<file path="src/rtl/pdu_pkg.sv">
package pdu_pkg;
  // Register byte offsets
  localparam int unsigned OFF_PWR_REQ  = 32'h00;
  localparam int unsigned OFF_PWR_STAT = 32'h04;
  localparam int unsigned OFF_IDL_REQ  = 32'h08;
  localparam int unsigned OFF_IDL_STAT = 32'h0C;
  localparam int unsigned OFF_CNT_DOWN = 32'h10;
  localparam int unsigned OFF_CNT_UP   = OFF_CNT_DOWN + 4;
  // Bit lane where acknowledge bits start in the idle status register
  localparam int unsigned ACK_LANE     = 16;
endpackage

</file>
<file path="src/rtl/pdu_switch.sv">
module pdu_switch #(
  parameter int CNT_W = 16
) (
  input  logic             clk,
  input  logic             rst_n,
  input  logic             off_req,
  input  logic [CNT_W-1:0] down_cnt,
  input  logic [CNT_W-1:0] up_cnt,
  output logic             stat_off
);
  logic             stat_q, busy_q, tgt_q;
  logic [CNT_W-1:0] cnt_q;
  logic [CNT_W-1:0] load_val;

  always_comb begin
    load_val = off_req ? down_cnt : up_cnt;
    if (load_val == '0) load_val = CNT_W'(1);
  end

  always_ff @(posedge clk or negedge rst_n) begin
    if (!rst_n) begin
      stat_q <= 1'b0;
      busy_q <= 1'b0;
      tgt_q  <= 1'b0;
      cnt_q  <= '0;
    end else if (busy_q && (off_req != tgt_q)) begin
      tgt_q <= off_req;
      cnt_q <= load_val;
    end else if (!busy_q && (off_req != stat_q)) begin
      busy_q <= 1'b1;
      tgt_q  <= off_req;
      cnt_q  <= load_val;
    end else if (busy_q) begin
      if (cnt_q <= CNT_W'(1)) begin
        stat_q <= tgt_q;
        busy_q <= 1'b0;
        cnt_q  <= '0;
      end else begin
        cnt_q <= cnt_q - CNT_W'(1);
      end
    end
  end

  assign stat_off = stat_q;

  AST_STAT_AFTER_COUNT: assert property (@(posedge clk) disable iff (!rst_n)
    (stat_q != $past(stat_q)) |-> ($past(busy_q) && $past(cnt_q) == CNT_W'(1)));

  AST_PENDING_STARTS: assert property (@(posedge clk) disable iff (!rst_n)
    (!busy_q && off_req != stat_q) |=> busy_q);
endmodule

</file>
<file path="src/rtl/pdu_idle.sv">
module pdu_idle #(
  parameter int IDLE_LAT = 2,
  localparam int LAT_W = $clog2(IDLE_LAT + 1)
) (
  input  logic clk,
  input  logic rst_n,
  input  logic req,
  output logic ack,
  output logic idle
);
  logic             ack_q, idle_q;
  logic [LAT_W-1:0] cnt_q;

  always_ff @(posedge clk or negedge rst_n) begin
    if (!rst_n) begin
      ack_q  <= 1'b0;
      idle_q <= 1'b0;
      cnt_q  <= '0;
    end else if (!req) begin
      ack_q  <= 1'b0;
      idle_q <= 1'b0;
      cnt_q  <= '0;
    end else begin
      ack_q <= 1'b1;
      if (ack_q && !idle_q) begin
        if (cnt_q == LAT_W'(IDLE_LAT - 1)) idle_q <= 1'b1;
        else cnt_q <= cnt_q + LAT_W'(1);
      end
    end
  end

  assign ack  = ack_q;
  assign idle = idle_q;

  AST_IDLE_NEEDS_ACK: assert property (@(posedge clk) disable iff (!rst_n)
    idle_q |-> ack_q);

  AST_CLEAR_DROPS: assert property (@(posedge clk) disable iff (!rst_n)
    !req |=> (!ack_q && !idle_q));
endmodule

</file>
<file path="src/rtl/pdu_regs.sv">
module pdu_regs
  import pdu_pkg::*;
#(
  parameter int NUM_DOM = 4,
  parameter int DATA_W  = 32,
  parameter int ADDR_W  = 8,
  parameter int CNT_W   = 16,
  parameter int DEF_CNT = 24,
  parameter logic [NUM_DOM-1:0] PWR_MASK  = 4'b0111,
  parameter logic [NUM_DOM-1:0] IDLE_MASK = 4'b1101
) (
  input  logic               clk,
  input  logic               rst_n,
  input  logic               bus_valid,
  input  logic               bus_write,
  input  logic [ADDR_W-1:0]  bus_addr,
  input  logic [DATA_W-1:0]  bus_wdata,
  output logic [DATA_W-1:0]  bus_rdata,
  output logic [NUM_DOM-1:0] pwr_req,
  output logic [NUM_DOM-1:0] idle_req,
  output logic [CNT_W-1:0]   down_cnt,
  output logic [CNT_W-1:0]   up_cnt,
  input  logic [NUM_DOM-1:0] stat_off,
  input  logic [NUM_DOM-1:0] idle_ack,
  input  logic [NUM_DOM-1:0] idle_stat
);
  logic              wr_en, rd_en;
  logic [DATA_W-1:0] rd_mux;
  logic              unused_wbits;

  assign wr_en = bus_valid && bus_write;
  assign rd_en = bus_valid && !bus_write;
  assign unused_wbits = ^bus_wdata;

  always_ff @(posedge clk or negedge rst_n) begin
    if (!rst_n) begin
      pwr_req  <= '0;
      idle_req <= '0;
      down_cnt <= CNT_W'(DEF_CNT);
      up_cnt   <= CNT_W'(DEF_CNT);
    end else if (wr_en) begin
      if (bus_addr == ADDR_W'(OFF_PWR_REQ)) pwr_req  <= bus_wdata[NUM_DOM-1:0] & PWR_MASK;
      if (bus_addr == ADDR_W'(OFF_IDL_REQ)) idle_req <= bus_wdata[NUM_DOM-1:0] & IDLE_MASK;
      if (bus_addr == ADDR_W'(OFF_CNT_DOWN)) down_cnt <= bus_wdata[CNT_W-1:0];
      if (bus_addr == ADDR_W'(OFF_CNT_UP))   up_cnt   <= bus_wdata[CNT_W-1:0];
    end
  end

  always_comb begin
    rd_mux = '0;
    if (bus_addr == ADDR_W'(OFF_PWR_REQ))  rd_mux[NUM_DOM-1:0] = pwr_req;
    if (bus_addr == ADDR_W'(OFF_PWR_STAT)) rd_mux[NUM_DOM-1:0] = stat_off;
    if (bus_addr == ADDR_W'(OFF_IDL_REQ))  rd_mux[NUM_DOM-1:0] = idle_req;
    if (bus_addr == ADDR_W'(OFF_IDL_STAT)) begin
      rd_mux[NUM_DOM-1:0]        = idle_stat;
      rd_mux[ACK_LANE +: NUM_DOM] = idle_ack;
    end
    if (bus_addr == ADDR_W'(OFF_CNT_DOWN)) rd_mux[CNT_W-1:0] = down_cnt;
    if (bus_addr == ADDR_W'(OFF_CNT_UP))   rd_mux[CNT_W-1:0] = up_cnt;
  end

  assign bus_rdata = rd_en ? rd_mux : '0;
endmodule

</file>
<file path="src/rtl/pdu_unit.sv">
module pdu_unit #(
  parameter int NUM_DOM  = 4,
  parameter int DATA_W   = 32,
  parameter int ADDR_W   = 8,
  parameter int CNT_W    = 16,
  parameter int DEF_CNT  = 24,
  parameter int IDLE_LAT = 2,
  parameter logic [NUM_DOM-1:0] PWR_MASK  = 4'b0111,
  parameter logic [NUM_DOM-1:0] IDLE_MASK = 4'b1101
) (
  input  logic              clk,
  input  logic              rst_n,
  input  logic              bus_valid,
  input  logic              bus_write,
  input  logic [ADDR_W-1:0] bus_addr,
  input  logic [DATA_W-1:0] bus_wdata,
  output logic [DATA_W-1:0] bus_rdata
);
  logic [NUM_DOM-1:0] pwr_req, idle_req, stat_off, idle_ack, idle_stat;
  logic [CNT_W-1:0]   down_cnt, up_cnt;

  pdu_regs #(
    .NUM_DOM(NUM_DOM), .DATA_W(DATA_W), .ADDR_W(ADDR_W), .CNT_W(CNT_W),
    .DEF_CNT(DEF_CNT), .PWR_MASK(PWR_MASK), .IDLE_MASK(IDLE_MASK)
  ) u_regs (
    .clk(clk), .rst_n(rst_n),
    .bus_valid(bus_valid), .bus_write(bus_write), .bus_addr(bus_addr),
    .bus_wdata(bus_wdata), .bus_rdata(bus_rdata),
    .pwr_req(pwr_req), .idle_req(idle_req),
    .down_cnt(down_cnt), .up_cnt(up_cnt),
    .stat_off(stat_off), .idle_ack(idle_ack), .idle_stat(idle_stat)
  );

  for (genvar d = 0; d < NUM_DOM; d++) begin : g_dom
    if (PWR_MASK[d]) begin : g_sw
      pdu_switch #(.CNT_W(CNT_W)) u_sw (
        .clk(clk), .rst_n(rst_n), .off_req(pwr_req[d]),
        .down_cnt(down_cnt), .up_cnt(up_cnt), .stat_off(stat_off[d])
      );
    end else begin : g_nosw
      logic unused_req;
      assign unused_req  = pwr_req[d];
      assign stat_off[d] = 1'b0;
    end

    if (IDLE_MASK[d]) begin : g_idl
      pdu_idle #(.IDLE_LAT(IDLE_LAT)) u_idl (
        .clk(clk), .rst_n(rst_n), .req(idle_req[d]),
        .ack(idle_ack[d]), .idle(idle_stat[d])
      );
    end else begin : g_noidl
      logic unused_ireq;
      assign unused_ireq  = idle_req[d];
      assign idle_ack[d]  = 1'b0;
      assign idle_stat[d] = 1'b0;
    end
  end
endmodule

</file>
<file path="config.mk">
export PLATFORM = sky130hd
export DESIGN_NAME = pdu_unit
export DESIGN_NICKNAME = d
export VERILOG_FILES = /design/src/rtl/pdu_pkg.sv /design/src/rtl/pdu_switch.sv /design/src/rtl/pdu_idle.sv /design/src/rtl/pdu_regs.sv /design/src/rtl/pdu_unit.sv
export SDC_FILE = /design/constraint.sdc
export NUM_CORES = 1
export LEC_CHECK = 0
export BUFFER_PORTS_ARGS = -buffer_cell sky130_fd_sc_hd__buf_2
export CORE_ASPECT_RATIO = 0.9
export CORE_MARGIN = 1
export CORE_UTILIZATION = 60
export CTS_BUF_LIST = sky130_fd_sc_hd__clkbuf_16
export CTS_CLUSTER_DIAMETER = 50
export DETAILED_ROUTE_END_ITERATION = 12
export PLACE_DENSITY = 0.82
export SLEW_MARGIN = 20
export SYNTH_ARGS = -nofsm -noshare
export SYNTH_HDL_FRONTEND = slang
export SYNTH_SLANG_ARGS = --single-unit
</file>
<file path="constraint.sdc">
create_clock -name clk -period 7.1 [get_ports clk]
set_clock_uncertainty 0.15 [all_clocks]
set_input_delay 0.71 -clock clk [delete_from_list [all_inputs] [get_ports clk]]
set_output_delay 0.71 -clock clk [all_outputs]
set_load 0.02 [all_outputs]
</file>
==> results of run 1 <==
area by class of cell:
type                       instances  share of cell area
clock inverter                     7             0.00527
timing repair buffer              55              0.0427
tap                              129              0.0227
inverter                          23              0.0121
clock buffer                       9              0.0316
multi-input combinational        523               0.509
sequential                       107               0.376
per-stage QoR:
stage	area [sq um]	cells	setup slack [ns]
finish	7130	853	3.44
global route	7130	853	3.21
CTS	7110	853	3.42
detailed placement	6850	837	3.36
global placement	6850	837	3.47
floorplan	6660	707	3.93
Yosys cell counts (4+ instances only):
master and instances:
xnor2_1 5, xor2_1 6, o221ai_1 4, or3_1 4
o22ai_1 5, or4_1 11, mux2i_1 46, inv_1 23
o21ai_0 45, nor3b_1 5, a221o_1 13, nor4_1 22
or2_2 5, buf_4 13, a211o_1 5, a21o_1 14
dfrtp_1 103, a21oi_1 26, nor3_1 26, nor2_1 70
a31oi_1 7, mux2_2 40, a22oi_1 17, nor2b_1 4
and2_1 7, dfstp_2 4, o32ai_1 5, buf_2 4
o31ai_1 4, nand2_1 31, clkbuf_1 33, nand2b_1 9
o21ai_1 5, ha_1 9, nand3_1 9
logic make-up (layout without fill, tap and decap cells):
logic type,Yosys count,count (layout)
XOR/XNOR,11,11
buffers and inverters,77,94
adder cells (fa/ha/maj),9,9
flip-flops,107,107
other,1,13
AO/OA/AOI/OAI,178,178
multiplexers,88,88
AND/OR/NAND/NOR,224,224
worst max-delay path, delay by kind of cell:
family	cells	cell delay, ns
AND/OR/NAND/NOR	3	1.31
AO/OA/AOI/OAI	2	0.46
buffers and inverters	2	0.31
registers in the layout (all words and copies together) (netlist names):
name / count
u_regs.pwr_req: 3
g_dom.g_idl.u_idl.cnt_q: 6
g_dom.g_idl.u_idl.idle: 3
u_regs.down_cnt: 16
g_dom.g_idl.u_idl.ack: 3
g_dom.g_sw.u_sw.cnt_q: 48
g_dom.g_sw.u_sw.stat_off: 3
u_regs.idle_req: 3
u_regs.up_cnt: 16
g_dom.g_sw.u_sw.tgt_q: 3
g_dom.g_sw.u_sw.busy_q: 3
worst paths after layout:
| kind | end | slack [ns] | cells past startpoint |
|---|---|---|---|
| min in group clk | g_dom[3].g_idl.u_idl.ack | 0.31 | 0 |
| hold / removal | g_dom[2].g_sw.u_sw.cnt_q[6] | 0.08 | 1 |
| setup / recovery | bus_rdata[0] | 3.44 | 7 |
| setup reg to reg | g_dom[1].g_sw.u_sw.cnt_q[12] | 3.96 | 5 |
| hold reg to reg | g_dom[3].g_idl.u_idl.ack | 0.31 | 0 |
| max in group asynchronous | g_dom[0].g_idl.u_idl.idle | 5.63 | 2 |
power by group through the flow:
stage	Sequential, mW	Combinational [mW]	Clock [mW]
final	0.908	0.654	0.454
after global routing	0.928	0.720	0.484
after CTS	0.900	0.643	0.465
after detailed placement	0.907	0.639	0
after global placement	0.895	0.607	0
after floorplan	0.857	0.549	0
per-layer routing:
metal  vias up  part of all wire
li1       2630                 -
met1      2848              0.42
met2       291              0.47
met3        49             0.089
met4         0             0.029
met5         -                 0
==> metrics.txt, run 1 <==
Site Rows=35; area of the die=around 11000 sq um; sum of negative setup slack=0 ns; vias in the first global route=~5700; Leak=slightly above 3 nW; Ant. Diodes=0; Crit Path Max Fanout=17; synthesized cell area=roughly 6600 sq um; Global Route Usage Sum=0.325; post-synth top area share=0.390; WS Path Type=primary input to primary output; cell type with the largest total area after synthesis=dfrtp_1; internal power=approximately 1.2 mW; WP data required=6.24 ns; Vias=around 5800; nature of the critical path startpoint=primary input; Sw Share=0.384; Seq cells post-synth=107; Filler Cells Inserted=about 820; unrepaired setup endpoints after global routing=false; status=completed; GR Overflow Total=0; post-synthesis sequential area ratio=0.406; max-capacitance violation count=0; first-pass GRT wire length=roughly 29 mm; TritonCTS clock tree=done; Synth-to-Final Area Change=7.80%; max-slew violations=0; final hold slack=~0.082 ns; pwr/cell area=283 nW/um^2; final net count=about 770; Hold Path Class=primary input to asynchronous set/reset pin; Top cell by count, worst path=buf_2; # setup viols final=0; # hold bufs at CTS=0; setup bufs post-CTS=0; CP endpoint kind=primary output; share of post-route cells with drive strength above 1=0.178; clock group share of total power=0.225; Post-Synth Simple-Gate Area=0.178; initial core utilization=0.632; Final Core Density=0.681; GRT Max-Usage Layer=met2; min Tclk post-route=about 3.7 ns; Synth Area in Adders=0.0170; Mapped Cells=695; met3 usage=0.0802; WL per Instance=a little over 20 um; area of the multi-input gates=3630 sq um; total power=2.02 mW; worst skew pair latency=roughly 0.35 ns; antenna viol nets, final=0; reg2reg start=g_dom[1].g_sw.u_sw.cnt_q[6]; XOR/XNOR share of the synthesized area=0.0146; Crit. Startpoint=bus_addr[1]; Post-synth EDFFs=0; Worst EP arrival=approximately 2.8 ns; mux cell area share after synthesis=0.145; Worst Tran Pin Value=~1.1 ns; Root Driver=clkbuf_16; Syn. warnings=0; H-tree depth=3; drt first pass iters=5; critical path, cell by cell=buf_2, nor3_1, nand3_1, nor3b_2, a22oi_1, a21oi_1, buf_2; Post-CTS Resized=0; io pins=76; GR Util met2=0.519; Slew HR=0.266; initial antenna violation count=0; Logic pwr share=0.324; Post-Route WL=~18 mm; most common cell after layout, fill and taps aside=dfrtp_1; detailed router's first-iteration violation count=roughly 650; synth unique cells=between 60 and 70; most frequent cells in the layout=dfrtp_1 (103), nor2_1 (70), mux2i_1 (46); CORE AREA=roughly 10000 sq um; Synth Area in Compound Gates=0.184; Max VDD drop=0.212 mV; Residual DRC=0; Clock Pin Slew Worst Setup and Hold Paths=0.07 ns; Sink Count=about 110; Period Utilization, post-route=0.516; power share of the sequential group=0.451; Max stage delay on crit path=around 0.85 ns; largest net degree at the start of global routing=90; Die X=approximately 110 um; count of input and output buffers=46; max frequency=about 270 MHz; Area contributors post-synth=dfrtp_1 (39%), mux2i_1 (7.0%), mux2_2 (6.8%), nor2_1 (4.0%), o21ai_0 (3.4%); Post-Syn Area per Cell=9.51 sq um; Synth Flop Type=dfrtp_1; Hold Vio Cnt, Final=0; largest family of logic cells by synthesized area=compound AO/OA/AOI/OAI gates; routing usage on met1=0.430; drt via density=approximately 6.8; Clock Path Buffers=2; Routability Congestion=roughly 0.99; register area=~2700 sq um; share of flip-flops with an asynchronous set or reset=1.00; die height=102 um; DP HPWL=~12 mm; CTS buffer count=9; Slowest cell on crit path=nor3b_2; Psw=0.775 mW
No activity file was read; power rests on OpenSTA's default activity.
==> run 2: changes to the inputs <==
--- a/config.mk
+++ b/config.mk
@@ -5,14 +5,15 @@
 export SDC_FILE = /design/constraint.sdc
 export NUM_CORES = 1
 export LEC_CHECK = 0
+export ABC_AREA = 1
 export BUFFER_PORTS_ARGS = -buffer_cell sky130_fd_sc_hd__buf_2
 export CORE_ASPECT_RATIO = 0.9
 export CORE_MARGIN = 1
-export CORE_UTILIZATION = 60
+export CORE_UTILIZATION = 54
 export CTS_BUF_LIST = sky130_fd_sc_hd__clkbuf_16
 export CTS_CLUSTER_DIAMETER = 50
 export DETAILED_ROUTE_END_ITERATION = 12
-export PLACE_DENSITY = 0.82
+export PLACE_DENSITY = 0.77
 export SLEW_MARGIN = 20
 export SYNTH_ARGS = -nofsm -noshare
 export SYNTH_HDL_FRONTEND = slang
==> constraint.sdc (replaced) <==
create_clock -name clk -period 3.3 [get_ports clk]
set_clock_uncertainty 0.15 [all_clocks]
set_input_delay 0.33 -clock clk [delete_from_list [all_inputs] [get_ports clk]]
set_output_delay 0.33 -clock clk [all_outputs]
set_load 0.02 [all_outputs]
==> metrics.txt, run 2 <==
status=completed (unchanged); drt via density=5.36 (was 6.82); clock group share of total power=0.253 (was 0.225); WS Path Type=primary input to primary output (unchanged); reg2reg start=u_regs.pwr_req[0] (was g_dom[1].g_sw.u_sw.cnt_q[6]); Clock Path Buffers=2 (unchanged); GRT Max-Usage Layer=met2 (unchanged); largest net degree at the start of global routing=63 (was 90); Max VDD drop=0.292 mV (was 0.212 mV); most common cell in the netlist=nand2_1 (was dfrtp_1); post-synth top area share=0.354 (was 0.390); area of the multi-input gates=3890 sq um (was 3630 sq um); share of flip-flops with an asynchronous set or reset=1.00 (unchanged); CP endpoint kind=primary output (unchanged); max-capacitance violation count=0 (unchanged); Post-synth top cells=nand2_1 (359), nor2_1 (145), inv_1 (113) (was dfrtp_1 (103), nor2_1 (70), mux2i_1 (46)); Worst EP arrival=1.86 ns (was 2.80 ns); Leak=3.80 nW (was 3.09 nW); Routability Congestion=0.891 (was 0.992); Sink Count=107 (unchanged); drt first pass iters=6 (was 5); Vias=6939 (was 5818); Reg2Reg Setup Slack=1.11 ns (was 3.96 ns); most frequent cells in the layout=nand2_1 (359), nor2_1 (145), inv_1 (113) (was dfrtp_1 (103), nor2_1 (70), mux2i_1 (46)); Synth-to-Final Area Change=7.94% (was 7.80%); Post-Route WL=17.8 mm (was 17.7 mm); power share of the sequential group=0.411 (was 0.451); Psw=1.90 mW (was 0.775 mW); min-delay src=bus_wdata[4]; worst skew pair latency=0.37 ns (was 0.35 ns); Seq cells post-synth=107 (unchanged); Root Driver=clkbuf_16 (unchanged); min Tclk post-route=between 2 and 2.5 ns; Synth Flop Type=dfrtp_1 (unchanged); Global Route Usage Sum=0.273 (was 0.325); Crit Path Max Fanout=17 (unchanged); area of the die=13900 sq um (was 11400 sq um); initial antenna violation count=0 (unchanged); Sw Share=0.413 (was 0.384); first-pass GRT wire length=30.6 mm (was 28.6 mm); Filler Cells Inserted=1202 (was 818); worst r2r dst=g_dom[0].g_sw.u_sw.cnt_q[10] (was g_dom[1].g_sw.u_sw.cnt_q[12]); Largest register FFs=48 (unchanged); Hold Path Class=primary input to flip-flop (was primary input to asynchronous set/reset pin); Die X=124 um (was 113 um); max frequency=427 MHz; count of input and output buffers=46 (unchanged); Post-Syn Area per Cell=6.63 sq um (was 9.51 sq um); Clock Pin Slew Worst Setup and Hold Paths=0.09 ns (was 0.07 ns); nature of the critical path startpoint=primary input (unchanged); Syn. warnings=0 (unchanged); sum of negative setup slack=0 ns (unchanged); synth unique cells=44 (was 65); Post-CTS Resized=0 (unchanged); max-slew violations=0 (unchanged); Logic pwr share=0.336 (was 0.324); GR Overflow Total=0 (unchanged); TritonCTS clock tree=done (unchanged); internal power=2.70 mW (was 1.24 mW); most common cell after layout, fill and taps aside=nand2_1 (was dfrtp_1); WL per Instance=13.8 um (was 20.8 um); FF-to-FF path depth=6 (was 5); antenna viol nets, final=0 (unchanged); total power=4.60 mW (was 2.02 mW); setup ws final=0.959 ns (was 3.44 ns); Site Rows=39 (was 35); Place WS=0.990 ns (was 3.36 ns); cell type with the largest total area after synthesis=dfrtp_1 (unchanged); routing usage on met1=0.382 (was 0.430); post-synthesis sequential area ratio=0.369 (was 0.406); Crit. Startpoint=bus_addr[3] (was bus_addr[1]); Period Utilization, post-route=0.709; H-tree depth=3 (unchanged); Hold Vio Cnt, Final=0 (unchanged); register area=2680 sq um (unchanged); CP Capture Point=bus_rdata[0] (unchanged); pwr/cell area=586 nW/um^2 (was 283 nW/um^2); # setup viols final=0 (unchanged); final hold slack=0.0154 ns (was 0.0823 ns); unrepaired setup endpoints after global routing=false (unchanged); Residual DRC=0 (unchanged); DP HPWL=13.1 mm (was 12.2 mm); Area contributors post-synth=dfrtp_1 (35%), nand2_1 (19%), nor2_1 (7.5%), o21ai_0 (5.8%), inv_1 (5.8%) (was dfrtp_1 (39%), mux2i_1 (7.0%), mux2_2 (6.8%), nor2_1 (4.0%), o21ai_0 (3.4%)); placed insts=1278 (was 837); synthesized cell area=7280 sq um (was 6610 sq um); GR Util met2=0.420 (was 0.519); vias in the first global route=6290 (was 5653); Worst Tran Pin Value=0.683 ns (was 1.09 ns); share of post-route cells with drive strength above 1=0.0937 (was 0.178); CORE AREA=12900 sq um (was 10500 sq um); initial core utilization=0.563 (was 0.632); Post-synth EDFFs=0 (unchanged); WP data required=2.82 ns (was 6.24 ns); Ant. Diodes=0 (unchanged); die height=112 um (was 102 um); CTS buffer count=9 (unchanged); Mapped Cells=1098 (was 695); final net count=1179 (was 772); biggest regs=g_dom.g_sw.u_sw.cnt_q: 48 flops, u_regs.down_cnt: 16 flops, u_regs.up_cnt: 16 flops (unchanged); met3 usage=0.0601 (was 0.0802); Slew HR=0.544 (was 0.266); detailed router's first-iteration violation count=771 (was 654); io pins=76 (unchanged); fin cells=1295 (was 853); Top reg by flops=g_dom.g_sw.u_sw.cnt_q (unchanged)
-- run 2: changes by cell type in the layout (fill, tap and decap cells not counted), sizes merged, moves of 23 or more --
cell	previous run	this run
nand2	31	371
inv	26	119
nor2	70	153
o21ai	50	113
mux2i	46	0
nand3	9	53
mux2	40	0
a21oi	26	62
nor4	24	1
-- run 2: worst min path at each step --
stage	end	slack (ns)	cells after the start
global placement	g_dom[1].g_sw.u_sw.cnt_q[3]	0.24	1
CTS	u_regs.up_cnt[4]	0.004	3
finish	u_regs.up_cnt[4]	0.02	3
floorplan	g_dom[0].g_idl.u_idl.ack	-0.12	0
global route	u_regs.up_cnt[4]	0.02	3
detailed placement	g_dom[1].g_sw.u_sw.cnt_q[3]	0.24	1
-- run 2: final cells by class --
type                       count  area share
clock inverter                 7      0.0135
inverter                     118      0.0575
clock buffer                   9      0.0287
tap                          164      0.0261
timing repair buffer          52      0.0373
sequential                   107       0.341
multi-input combinational    838       0.495
-- run 2: metal layers --
metal / vias to the layer above / wire length [um]
met3: 35 / 1080
met2: 225 / 7980
li1: 3490 / -
met4: 0 / 476
met1: 3189 / 8290
met5: - / 0
-- run 2: power groups by stage --
stage	sequential (mW)	clock, mW	combinational (mW)
floorplan	1.84	0	1.27
global placement	1.90	0	1.49
detailed placement	1.90	0	1.54
CTS	1.89	1.19	1.55
global route	1.94	1.24	1.81
finish	1.89	1.16	1.55
-- run 2: cell families (layout without fill, tap and decap cells) --
logic type	count (synthesis)	count (layout)	synth area share
and+or+nand+nor	607	607	0.349
AOI/OAI and AO/OA	184	184	0.129
buffers and inverters	165	186	0.103
DFF	107	107	0.369
xor gates and xnor gates	25	25	0.0337
adders and majority gates	9	9	0.0155
other	1	13	0.000515
-- run 2: timing repair --
| item | 4_1_cts | 5_1_grt |
|---|---|---|
| buffers inserted | 0 | 0 |
| endpoints found under the hold margin | 45 | 0 |
| hold buffers | 1 | 0 |
-- run 2: per-stage QoR --
step                 util  area [sq um]
floorplan               -          7320
global placement    0.581          7510
detailed placement  0.581          7510
CTS                 0.608          7860
global route        0.608          7860
finish              0.608          7860
-- run 2: critical path, stage by stage --
cell     delay [ns]
buf_2          0.10
inv_1          0.17
nand3_4        0.19
nor2_4         0.41
inv_1          0.17
o21ai_0        0.18
inv_1          0.05
nand2_1        0.07
inv_1          0.04
buf_2          0.15
